<file path="src/rtl/modexp_pkg.sv">
package modexp_pkg;

   // Exponent sequencer states
   typedef enum logic [2:0] {
      X_IDLE,
      X_SCAN,
      X_MULW,
      X_SQ,
      X_SQW
   } xstate_t;

   // Serial multiplier states
   typedef enum logic [1:0] {
      M_IDLE,
      M_DBL,
      M_ADD
   } mstate_t;

endpackage

</file>
<file path="src/rtl/modexp_condsub.sv">
// Conditional subtraction: maps a value in [0, 2m) into [0, m).
module modexp_condsub #(
   parameter int W          = 128,
   parameter bit BORROW_CMP = 1'b1
) (
   input  logic [W:0]   sum_i,
   input  logic [W-1:0] mod_i,
   output logic [W-1:0] red_o
);

   generate
      if (BORROW_CMP) begin : g_borrow
         // Single subtractor; its borrow decides the selection
         logic [W+1:0] diff;
         assign diff  = {1'b0, sum_i} - {2'b00, mod_i};
         assign red_o = diff[W+1] ? sum_i[W-1:0] : diff[W-1:0];
      end else begin : g_compare
         // Separate magnitude compare and subtract
         logic [W:0] diff;
         logic       ge;
         assign ge    = (sum_i >= {1'b0, mod_i});
         assign diff  = sum_i - {1'b0, mod_i};
         assign red_o = ge ? diff[W-1:0] : sum_i[W-1:0];
      end
   endgenerate

endmodule

</file>
<file path="src/rtl/modexp_modmul.sv">
// Bit-serial interleaved modular multiplier: two cycles per multiplier bit.
module modexp_modmul
   import modexp_pkg::*;
#(
   parameter int W          = 128,
   parameter bit BORROW_CMP = 1'b1
) (
   input  logic         clk,
   input  logic         rst_n,
   input  logic         start,
   input  logic [W-1:0] a_i,
   input  logic [W-1:0] b_i,
   input  logic [W-1:0] m_i,
   output logic         done,
   output logic [W-1:0] p_o
);

   localparam int CW = $clog2(W);

   mstate_t       st_q;
   logic [W-1:0]  acc_q;
   logic [W-1:0]  a_q;
   logic [W-1:0]  b_q;
   logic [W-1:0]  m_q;
   logic [CW-1:0] cnt_q;
   logic          done_q;
   logic [W:0]    sum;
   logic [W-1:0]  red;

   // Doubling step or conditional-add step share one reducer
   always_comb begin
      if (st_q == M_DBL) begin
         sum = {acc_q, 1'b0};
      end else begin
         sum = {1'b0, acc_q} + {1'b0, (b_q[W-1] ? a_q : {W{1'b0}})};
      end
   end

   modexp_condsub #(.W(W), .BORROW_CMP(BORROW_CMP)) u_red (
      .sum_i (sum),
      .mod_i (m_q),
      .red_o (red)
   );

   always_ff @(posedge clk or negedge rst_n) begin
      if (!rst_n) begin
         st_q   <= M_IDLE;
         acc_q  <= '0;
         a_q    <= '0;
         b_q    <= '0;
         m_q    <= '0;
         cnt_q  <= '0;
         done_q <= 1'b0;
      end else begin
         done_q <= 1'b0;
         case (st_q)
            M_IDLE: begin
               if (start) begin
                  a_q   <= a_i;
                  b_q   <= b_i;
                  m_q   <= m_i;
                  acc_q <= '0;
                  cnt_q <= CW'(W - 1);
                  st_q  <= M_DBL;
               end
            end
            M_DBL: begin
               acc_q <= red;
               st_q  <= M_ADD;
            end
            M_ADD: begin
               acc_q <= red;
               b_q   <= {b_q[W-2:0], 1'b0};
               if (cnt_q == '0) begin
                  done_q <= 1'b1;
                  st_q   <= M_IDLE;
               end else begin
                  cnt_q <= cnt_q - 1'b1;
                  st_q  <= M_DBL;
               end
            end
            default: st_q <= M_IDLE;
         endcase
      end
   end

   assign done = done_q;
   assign p_o  = acc_q;

endmodule

</file>
<file path="src/rtl/modexp_ctrl.sv">
// Right-to-left square-and-multiply sequencer.
module modexp_ctrl
   import modexp_pkg::*;
#(
   parameter int W         = 128,
   parameter bit FULL_SCAN = 1'b0
) (
   input  logic         clk,
   input  logic         rst_n,
   input  logic         start,
   input  logic [W-1:0] base_i,
   input  logic [W-1:0] exp_i,
   input  logic [W-1:0] mod_i,
   output logic         mm_start,
   output logic [W-1:0] mm_a,
   output logic [W-1:0] mm_b,
   output logic [W-1:0] mm_m,
   input  logic         mm_done,
   input  logic [W-1:0] mm_p,
   output logic         busy,
   output logic         done,
   output logic [W-1:0] result
);

   localparam int CW = $clog2(W);

   xstate_t      st_q;
   logic [W-1:0] res_q;
   logic [W-1:0] pw_q;
   logic [W-1:0] e_q;
   logic [W-1:0] m_q;
   logic [W-1:0] out_q;
   logic         done_q;
   logic         last_bit;
   logic         load;
   logic         adv;

   assign load = (st_q == X_IDLE) && start;
   assign adv  = (st_q == X_SQW) && mm_done;

   generate
      if (FULL_SCAN) begin : g_full
         // Fixed-length scan over every exponent bit
         logic [CW-1:0] idx_q;
         always_ff @(posedge clk or negedge rst_n) begin
            if (!rst_n) begin
               idx_q <= '0;
            end else if (load) begin
               idx_q <= '0;
            end else if (adv) begin
               idx_q <= idx_q + 1'b1;
            end
         end
         assign last_bit = (idx_q == CW'(W - 1));
      end else begin : g_early
         // Stop once no set bit remains above the current one
         assign last_bit = (e_q[W-1:1] == '0);
      end
   endgenerate

   assign mm_start = ((st_q == X_SCAN) && e_q[0]) || ((st_q == X_SQ) && !last_bit);
   assign mm_a     = (st_q == X_SCAN) ? res_q : pw_q;
   assign mm_b     = pw_q;
   assign mm_m     = m_q;

   always_ff @(posedge clk or negedge rst_n) begin
      if (!rst_n) begin
         st_q   <= X_IDLE;
         res_q  <= '0;
         pw_q   <= '0;
         e_q    <= '0;
         m_q    <= '0;
         out_q  <= '0;
         done_q <= 1'b0;
      end else begin
         done_q <= 1'b0;
         case (st_q)
            X_IDLE: begin
               if (start) begin
                  res_q <= W'(1);
                  pw_q  <= base_i;
                  e_q   <= exp_i;
                  m_q   <= mod_i;
                  st_q  <= X_SCAN;
               end
            end
            X_SCAN: st_q <= e_q[0] ? X_MULW : X_SQ;
            X_MULW: begin
               if (mm_done) begin
                  res_q <= mm_p;
                  st_q  <= X_SQ;
               end
            end
            X_SQ: begin
               if (last_bit) begin
                  out_q  <= res_q;
                  done_q <= 1'b1;
                  st_q   <= X_IDLE;
               end else begin
                  st_q <= X_SQW;
               end
            end
            X_SQW: begin
               if (mm_done) begin
                  pw_q <= mm_p;
                  e_q  <= {1'b0, e_q[W-1:1]};
                  st_q <= X_SCAN;
               end
            end
            default: st_q <= X_IDLE;
         endcase
      end
   end

   assign busy   = (st_q != X_IDLE);
   assign done   = done_q;
   assign result = out_q;

endmodule

</file>
<file path="src/rtl/modexp_engine.sv">
// Top: modular exponentiation engine.
module modexp_engine #(
   parameter int WIDTH      = 128,
   parameter bit FULL_SCAN  = 1'b0,
   parameter bit BORROW_CMP = 1'b1
) (
   input  logic             clk,
   input  logic             rst_n,
   input  logic             start,
   input  logic [WIDTH-1:0] base_i,
   input  logic [WIDTH-1:0] exp_i,
   input  logic [WIDTH-1:0] mod_i,
   output logic             busy,
   output logic             done,
   output logic [WIDTH-1:0] result
);

   generate
      if (WIDTH < 4) begin : g_bad_width
         $error("modexp_engine: WIDTH must be at least 4");
      end
   endgenerate

   logic             mm_start;
   logic [WIDTH-1:0] mm_a;
   logic [WIDTH-1:0] mm_b;
   logic [WIDTH-1:0] mm_m;
   logic             mm_done;
   logic [WIDTH-1:0] mm_p;

   modexp_ctrl #(.W(WIDTH), .FULL_SCAN(FULL_SCAN)) u_ctrl (
      .clk      (clk),
      .rst_n    (rst_n),
      .start    (start),
      .base_i   (base_i),
      .exp_i    (exp_i),
      .mod_i    (mod_i),
      .mm_start (mm_start),
      .mm_a     (mm_a),
      .mm_b     (mm_b),
      .mm_m     (mm_m),
      .mm_done  (mm_done),
      .mm_p     (mm_p),
      .busy     (busy),
      .done     (done),
      .result   (result)
   );

   modexp_modmul #(.W(WIDTH), .BORROW_CMP(BORROW_CMP)) u_mul (
      .clk   (clk),
      .rst_n (rst_n),
      .start (mm_start),
      .a_i   (mm_a),
      .b_i   (mm_b),
      .m_i   (mm_m),
      .done  (mm_done),
      .p_o   (mm_p)
   );

endmodule

</file>
<file path="config.mk">
export PLATFORM = sky130hd
export DESIGN_NAME = modexp_engine
export DESIGN_NICKNAME = d
export VERILOG_FILES = /design/src/rtl/modexp_pkg.sv /design/src/rtl/modexp_condsub.sv /design/src/rtl/modexp_modmul.sv /design/src/rtl/modexp_ctrl.sv /design/src/rtl/modexp_engine.sv
export SDC_FILE = /design/constraint.sdc
export NUM_CORES = 2
export LEC_CHECK = 0
export ABC_AREA = 0
export CAP_MARGIN = 20
export CELL_PAD_IN_SITES_DETAIL_PLACEMENT = 1
export CELL_PAD_IN_SITES_GLOBAL_PLACEMENT = 1
export CORE_MARGIN = 2
export CORE_UTILIZATION = 40
export CTS_CLUSTER_DIAMETER = 80
export DETAILED_ROUTE_END_ITERATION = 6
export DONT_BUFFER_PORTS = 1
export GPL_TIMING_DRIVEN = 0
export HOLD_SLACK_MARGIN = 0.06
export MAX_ROUTING_LAYER = met4
export PLACE_DENSITY_LB_ADDON = 0.1
export SLEW_MARGIN = 20
export SYNTH_ARGS = -nofsm -noshare
export SYNTH_HDL_FRONTEND = slang
export SYNTH_SLANG_ARGS = --single-unit
</file>
<file path="constraint.sdc">
create_clock -name clk -period 15.03 [get_ports clk]
set_input_delay 0.7515 -clock clk [delete_from_list [all_inputs] [get_ports clk]]
set_output_delay 0.7515 -clock clk [all_outputs]
set_load 0.1 [all_outputs]
</file>
Word level (Yosys, flattened, before mapping)
Index checks and enable logic that the tools add are counted.
{ "totals": {"ff_bits": 1166, "latchBits": 0, "mem_bits_rw": 0, "rom_bits": 0, "in_bits": 387, "out_inout_bits": 130, "wordCells": 83, "n_memories": 0} }
{ "classes": {"addsub": 3, "n_mul": 0, "div": 0, "n_lt_le_gt_ge": 0, "eq_ne": 11, "shift": 0, "muxes": 32, "bitwise": 0, "n_reduce_logical": 23} }
{ "op_table": {"columns": ["cell", "n"], "rows": [
  ["two-way mux 128 bit", 10],
  ["one-hot mux 128 bit (2 select lines)", 5],
  ["subtractor 129 x 128 -> 130 bit", 1],
  ["adder 128 x 128 -> 129 bit", 1],
  ["two-way mux 129 bit", 1],
  ["logical NOT 127 bit", 1],
  ["one-hot mux 3 bit (5 select lines)", 1],
  ["two-way mux 7 bit", 2],
  ["one-hot mux 7 bit (2 select lines)", 1],
  ["two-way mux 3 bit", 4],
  ["AND reduction 3 bit", 4],
  ["AND reduction 2 bit", 5],
  ["nonzero test 2 bit", 4],
  ["logical NOT 7 bit", 1],
  ["subtractor 7 x 1 -> 7 bit, second input constant", 1],
  ["equality test 3 x 2 -> 1 bit, second input constant", 2],
  ["two-way mux 1 bit", 6],
  ["inequality test 2 bit, second input constant", 3],
  ["one-hot mux 2 bit (3 select lines)", 1],
  ["inequality test 2 x 1 -> 1 bit, second input constant", 2],
  ["equality test 3 x 1 -> 1 bit, second input constant", 1],
  ["equality test 3 bit, second input constant", 1],
  ["logical NOT 3 bit", 1],
  ["nonzero test 3 bit", 1],
  ["other kinds (8)", 9]
]} }

Depth between registers and ports, before layout
{ "logic_depth": {"ltp_word": 6, "mapped_depth": 34, "ltp_nobuf": 29} }

By module
Synthesis repeated with hierarchy kept, for this count alone.
{ "unflattened": {"cells_unflattened": 7313, "area_unflattened_um2": 69744.4} }
{ "by_module_without_submodules": {"columns": ["module", "n_inst", "cells_per_inst", "area_each_um2", "seq_area_each_um2"], "rows": [
  ["modexp_modmul", 1, 3449, 31338.8, 13062.5],
  ["modexp_ctrl", 1, 2148, 27935.5, 16115.5],
  ["modexp_condsub", 1, 1716, 10470.0, 0.0]
]} }

Worst setup path before layout
No wires, ideal clock.
{ "synth_path": {"path_kind": "register to register", "startpoint": "register u_mul.b_q[127]", "endpoint": "register u_mul.acc_q[123], in the netlist u_mul.p_o[123]", "setup_time_ps": 135, "arrival_ps": 6651, "setup_slack_ps": 8244, "path_stages_with_launch": 31, "path_cell_list": "dfrtp_1 clkbuf_1 clkbuf_1 and2_1 ha_1 a21oi_1 nor2b_1 o21a_1 or4_1 o21ai_0 o21bai_1 a221oi_1 nor2_1 nor2_1 xor2_1 o21ai_0 ha_1 buf_4 nand2_2 or4_4 or4_4 a311oi_2 nor3_1 nor3_4 o21ai_2 o311a_4 o41a_4 a31oi_4 nor2_1 a2111oi_2 o31ai_1"} }
{ "synth_between": {"elab_chain_len": 6} }
{ "synth_rtl": {"columns": ["item", "line_no", "rtl"], "rows": [
  ["from (decl)", "modexp_modmul.sv:23", "logic [W-1:0] b_q;"],
  ["from (signal assigned)", "modexp_modmul.sv:60", "b_q <= b_i;"],
  ["from (signal assigned)", "modexp_modmul.sv:73", "b_q <= {b_q[W-2:0], 1'b0};"],
  ["two-way mux 128 bit *", "modexp_modmul.sv:35", "sum = {1'b0, acc_q} + {1'b0, (b_q[W-1] ? a_q : {W{1'b0}})};"],
  ["adder 128 x 128 -> 129 bit *", "modexp_modmul.sv:35", null],
  ["two-way mux 129 bit *", "modexp_modmul.sv:32", "if (st_q == M_DBL) begin"],
  ["subtractor 129 x 128 -> 130 bit", "modexp_condsub.sv:15", "assign diff = {1'b0, sum_i} - {2'b00, mod_i};"],
  ["two-way mux 128 bit *", "modexp_condsub.sv:16", "assign red_o = diff[W+1] ? sum_i[W-1:0] : diff[W-1:0];"],
  ["one-hot mux 128 bit (2 select lines) *", "modexp_modmul.sv:56", "case (st_q)"],
  ["to (signal assigned)", "modexp_modmul.sv:68", "acc_q <= red;"],
  ["to (signal assigned)", "modexp_modmul.sv:72", "acc_q <= red;"],
  ["to (decl)", "modexp_modmul.sv:21", "logic [W-1:0] acc_q;"]
]} }
Every way passes the cells marked *; elsewhere a longest branch is shown, timed or not.
A chain may end at the register's enable or synchronous reset.

Worst setup path after layout
{ "layout_path": {"startpoint": "register u_mul.b_q[127]", "endpoint": "register u_mul.acc_q[87], in the netlist u_mul.p_o[87]"} }
Same word-level chain as after synthesis.

==> results.tsv <==
metric	value	unit
status	completed	
Post-synth ARST share	100	%
final wirelength	284000	µm
RD Place Congestion	0.970	
fraction of synthesized area in multiplexers	12.2	%
CP max FO	10	
R2R setup slack	2930	ps
cells on worst reg2reg path	32	
largest net degree at the start of global routing	1167	
first-pass GRT wire length	419000	µm
post-CTS setup buffers	0	
CP arrival	12810	ps
endpoints failing hold	0	
Die W	415	µm
vias in the first global route	61285	
most common cell after layout, fill and taps aside	nand2_1	
FP Rows	150	
initial antenna violation count	43	
Synthesized Nets	8238	
Avg Synthesized Cell Area	8.91	µm²
post-synthesis cell count	7587	
Post-synth EDFFs	0	
worst hold path class	in2reg	
Worst Path Required	15740	ps
antenna viol nets, final	0	
CTS resizes	0	
Max Root-Sink Buffers	3	
fin crit period	12100	ps
clk slew on worst S/H paths	60	ps
vias after detailed routing	59310	
critical path class	reg2reg	
Netlist cell types	83	
crit path setup slack, layout	2930	ps
post-synthesis sequential area ratio	43.2	%
Setup TNS Final	0	ps
Final nets	8540	
Synth Area in XOR/XNOR	3.21	%
simple-gate portion of the synthesized area	15.4	%
DRT Pass-1 Iters	5	
Filler cells	19378	
RSZ-0062 raised after global routing	false	
most frequent cells in the layout	nand2_1, dfrtp_1, o21ai_0	
total CTS buffers	146	
vias per cell	5.80	
post-synthesis compound-gate area fraction	17.1	%
Buffers on Ports	0	
max-cap violation count	0	
maximum VDD drop	0.000181	V
Clk Latency, worst-skew pair	840	ps
H-tree depth	4	
Yosys warning total	0	
Pleak	0.0351	µW
DRC viols	0	
Hold Crit Depth	1	
DR WL/cell	27.8	µm
Fmax	82.6	MHz
Initial Utilization	40.3	%
pwr dens	280	mW/mm²
period utilisation layout	80.5	%
Setup violations, final	0	
clk root buf	clkbuf_16	
slowest CP cell	o41ai_1	
All-Layer GR Usage	33.5	%
Overflow after GRT	0	
main combinational cell family by area after synthesis	compound AO/OA/AOI/OAI gates	
I/O pin cnt	517	
Post-synth top flop	dfrtp_1	
Layout Skew	53.8	ps
die area	0.172	mm²
CTS Hold Bufs	126	
HPWL after DPL	223000	µm
Core Region	0.168	mm²
most used cell, CP	clkbuf_1	
adder-cell share of the synthesized area	4.91	%
Rel. slew slack	14.3	%
DR iter-0 viols	4819	
dpl ws	3280	ps
share of cells above drive strength 1	7.65	%
Slew Viols, Final	0	
clock sinks	1166	
Chip Height	415	µm
total power	21600	µW
worst slew pin tran	1290	ps
Setup crit end kind	register	
CP max stage delay	1050	ps
area delta synth->final	14.4	%
type of origin of the critical path	register	
synthesized area	0.0676	mm²
CTS tree	built	
Seq cells post-synth	1166	
==> cells by family after synthesis <==
| family | count (synthesis) |
|---|---|
| AO/OA/AOI/OAI | 1981 |
| XOR/XNOR | 248 |
| adder cells (fa/ha/maj) | 264 |
| buffers and inverters | 711 |
| flip-flops | 1166 |
| multiplexers | 791 |
| AND/OR/NAND/NOR | 2426 |
==> metal layers <==
layer	global-route usage, %	part of all wire (%)
met5	-	0
met4	9.37	2.9
met3	4.87	5.6
met2	51.3	45
met1	46.3	46
==> cell usage after synthesis (47+ instances only) <==
| cell type | instances | area share [%] |
|---|---|---|
| dfrtp_1 | 1166 | 43 |
| clkbuf_1 | 450 | 2.5 |
| xnor2_1 | 149 | 1.9 |
| ha_1 | 262 | 4.8 |
| nor2_1 | 254 | 1.4 |
| nor3_1 | 63 | 0.47 |
| nand2_1 | 1620 | 9.0 |
| nand4_1 | 122 | 1.1 |
| and2_1 | 144 | 1.3 |
| nand3_1 | 51 | 0.38 |
| nor4_1 | 47 | 0.43 |
| xor2_1 | 99 | 1.3 |
| o21ai_0 | 970 | 7.2 |
| mux2i_1 | 523 | 7.7 |
| mux2_2 | 268 | 4.5 |
| inv_1 | 212 | 1.2 |
| o21ai_1 | 77 | 0.57 |
| o21bai_1 | 85 | 0.94 |
| a21o_1 | 102 | 1.1 |
| a21oi_1 | 401 | 3.0 |
==> worst paths after layout <==
path                                            start                     endpoint
min in group asynchronous                       rst_n   u_ctrl.e_q[92]$_DFFE_PN0P_
max in group asynchronous                       rst_n    u_mul.m_q[88]$_DFFE_PN0P_
min                                         mod_i[51]  u_ctrl.mm_m[51]$_DFFE_PN0P_
min reg2reg                 u_mul.b_q[42]$_DFFE_PN0P_    u_mul.b_q[42]$_DFFE_PN0P_
max reg2reg                u_mul.b_q[127]$_DFFE_PN0P_    u_mul.p_o[87]$_DFFE_PN0P_
max                        u_mul.b_q[127]$_DFFE_PN0P_    u_mul.p_o[87]$_DFFE_PN0P_
==> metrics by stage <==
stage	utilization, %	area [µm²]	hold WS, ps	instances
floorplan	-	67600	442	7587
global placement	42.0	70400	456	9791
detailed placement	42.3	70900	464	9810
CTS	46.0	77100	-402	10197
global route	46.1	77300	81.1	10219
finish	46.1	77300	107	10225
==> report_power, final <==
part | switching, µW | internal (µW)
combinational | 8290 | 4040
sequential | 1290 | 4390
clock | 1550 | 2050
==> sequential cells by signal, indices dropped and copies added (netlist names) <==
signal,cells
u_ctrl.done,1
u_ctrl.result,128
u_mul.done,1
u_ctrl.mm_b,128
u_mul.a_q,128
u_mul.b_q,128
u_ctrl.mm_m,128
u_ctrl.res_q,128
u_mul.m_q,128
u_mul.p_o,128
u_mul.cnt_q,7
u_ctrl.e_q,128
u_mul.st_q,2
u_ctrl.st_q,3
==> worst max-delay path: cells and delay by family (launching register included) <==
kind / cells / cell delay, ps
buffers and inverters: 9 / 2740
adder cells (fa/ha/maj): 2 / 600
AND/OR/NAND/NOR: 8 / 3070
XOR/XNOR: 1 / 230
flip-flops: 1 / 410
AO/OA/AOI/OAI: 12 / 4890
==> cell type report <==
class                      instances  area (µm²)  share of cell area (%)
multi-input combinational       5710       35800                    46.3
sequential                      1166       29200                    37.7
clock buffer                     206        4200                    5.43
tap                             2204        2760                    3.57
buffer                           498        1930                    2.50
timing repair buffer             154        1930                    2.49
inverter                         213         800                    1.03
clock inverter                    55         722                   0.934
antenna                           19        47.5                  0.0615
(Power assumes the default switching activity.)
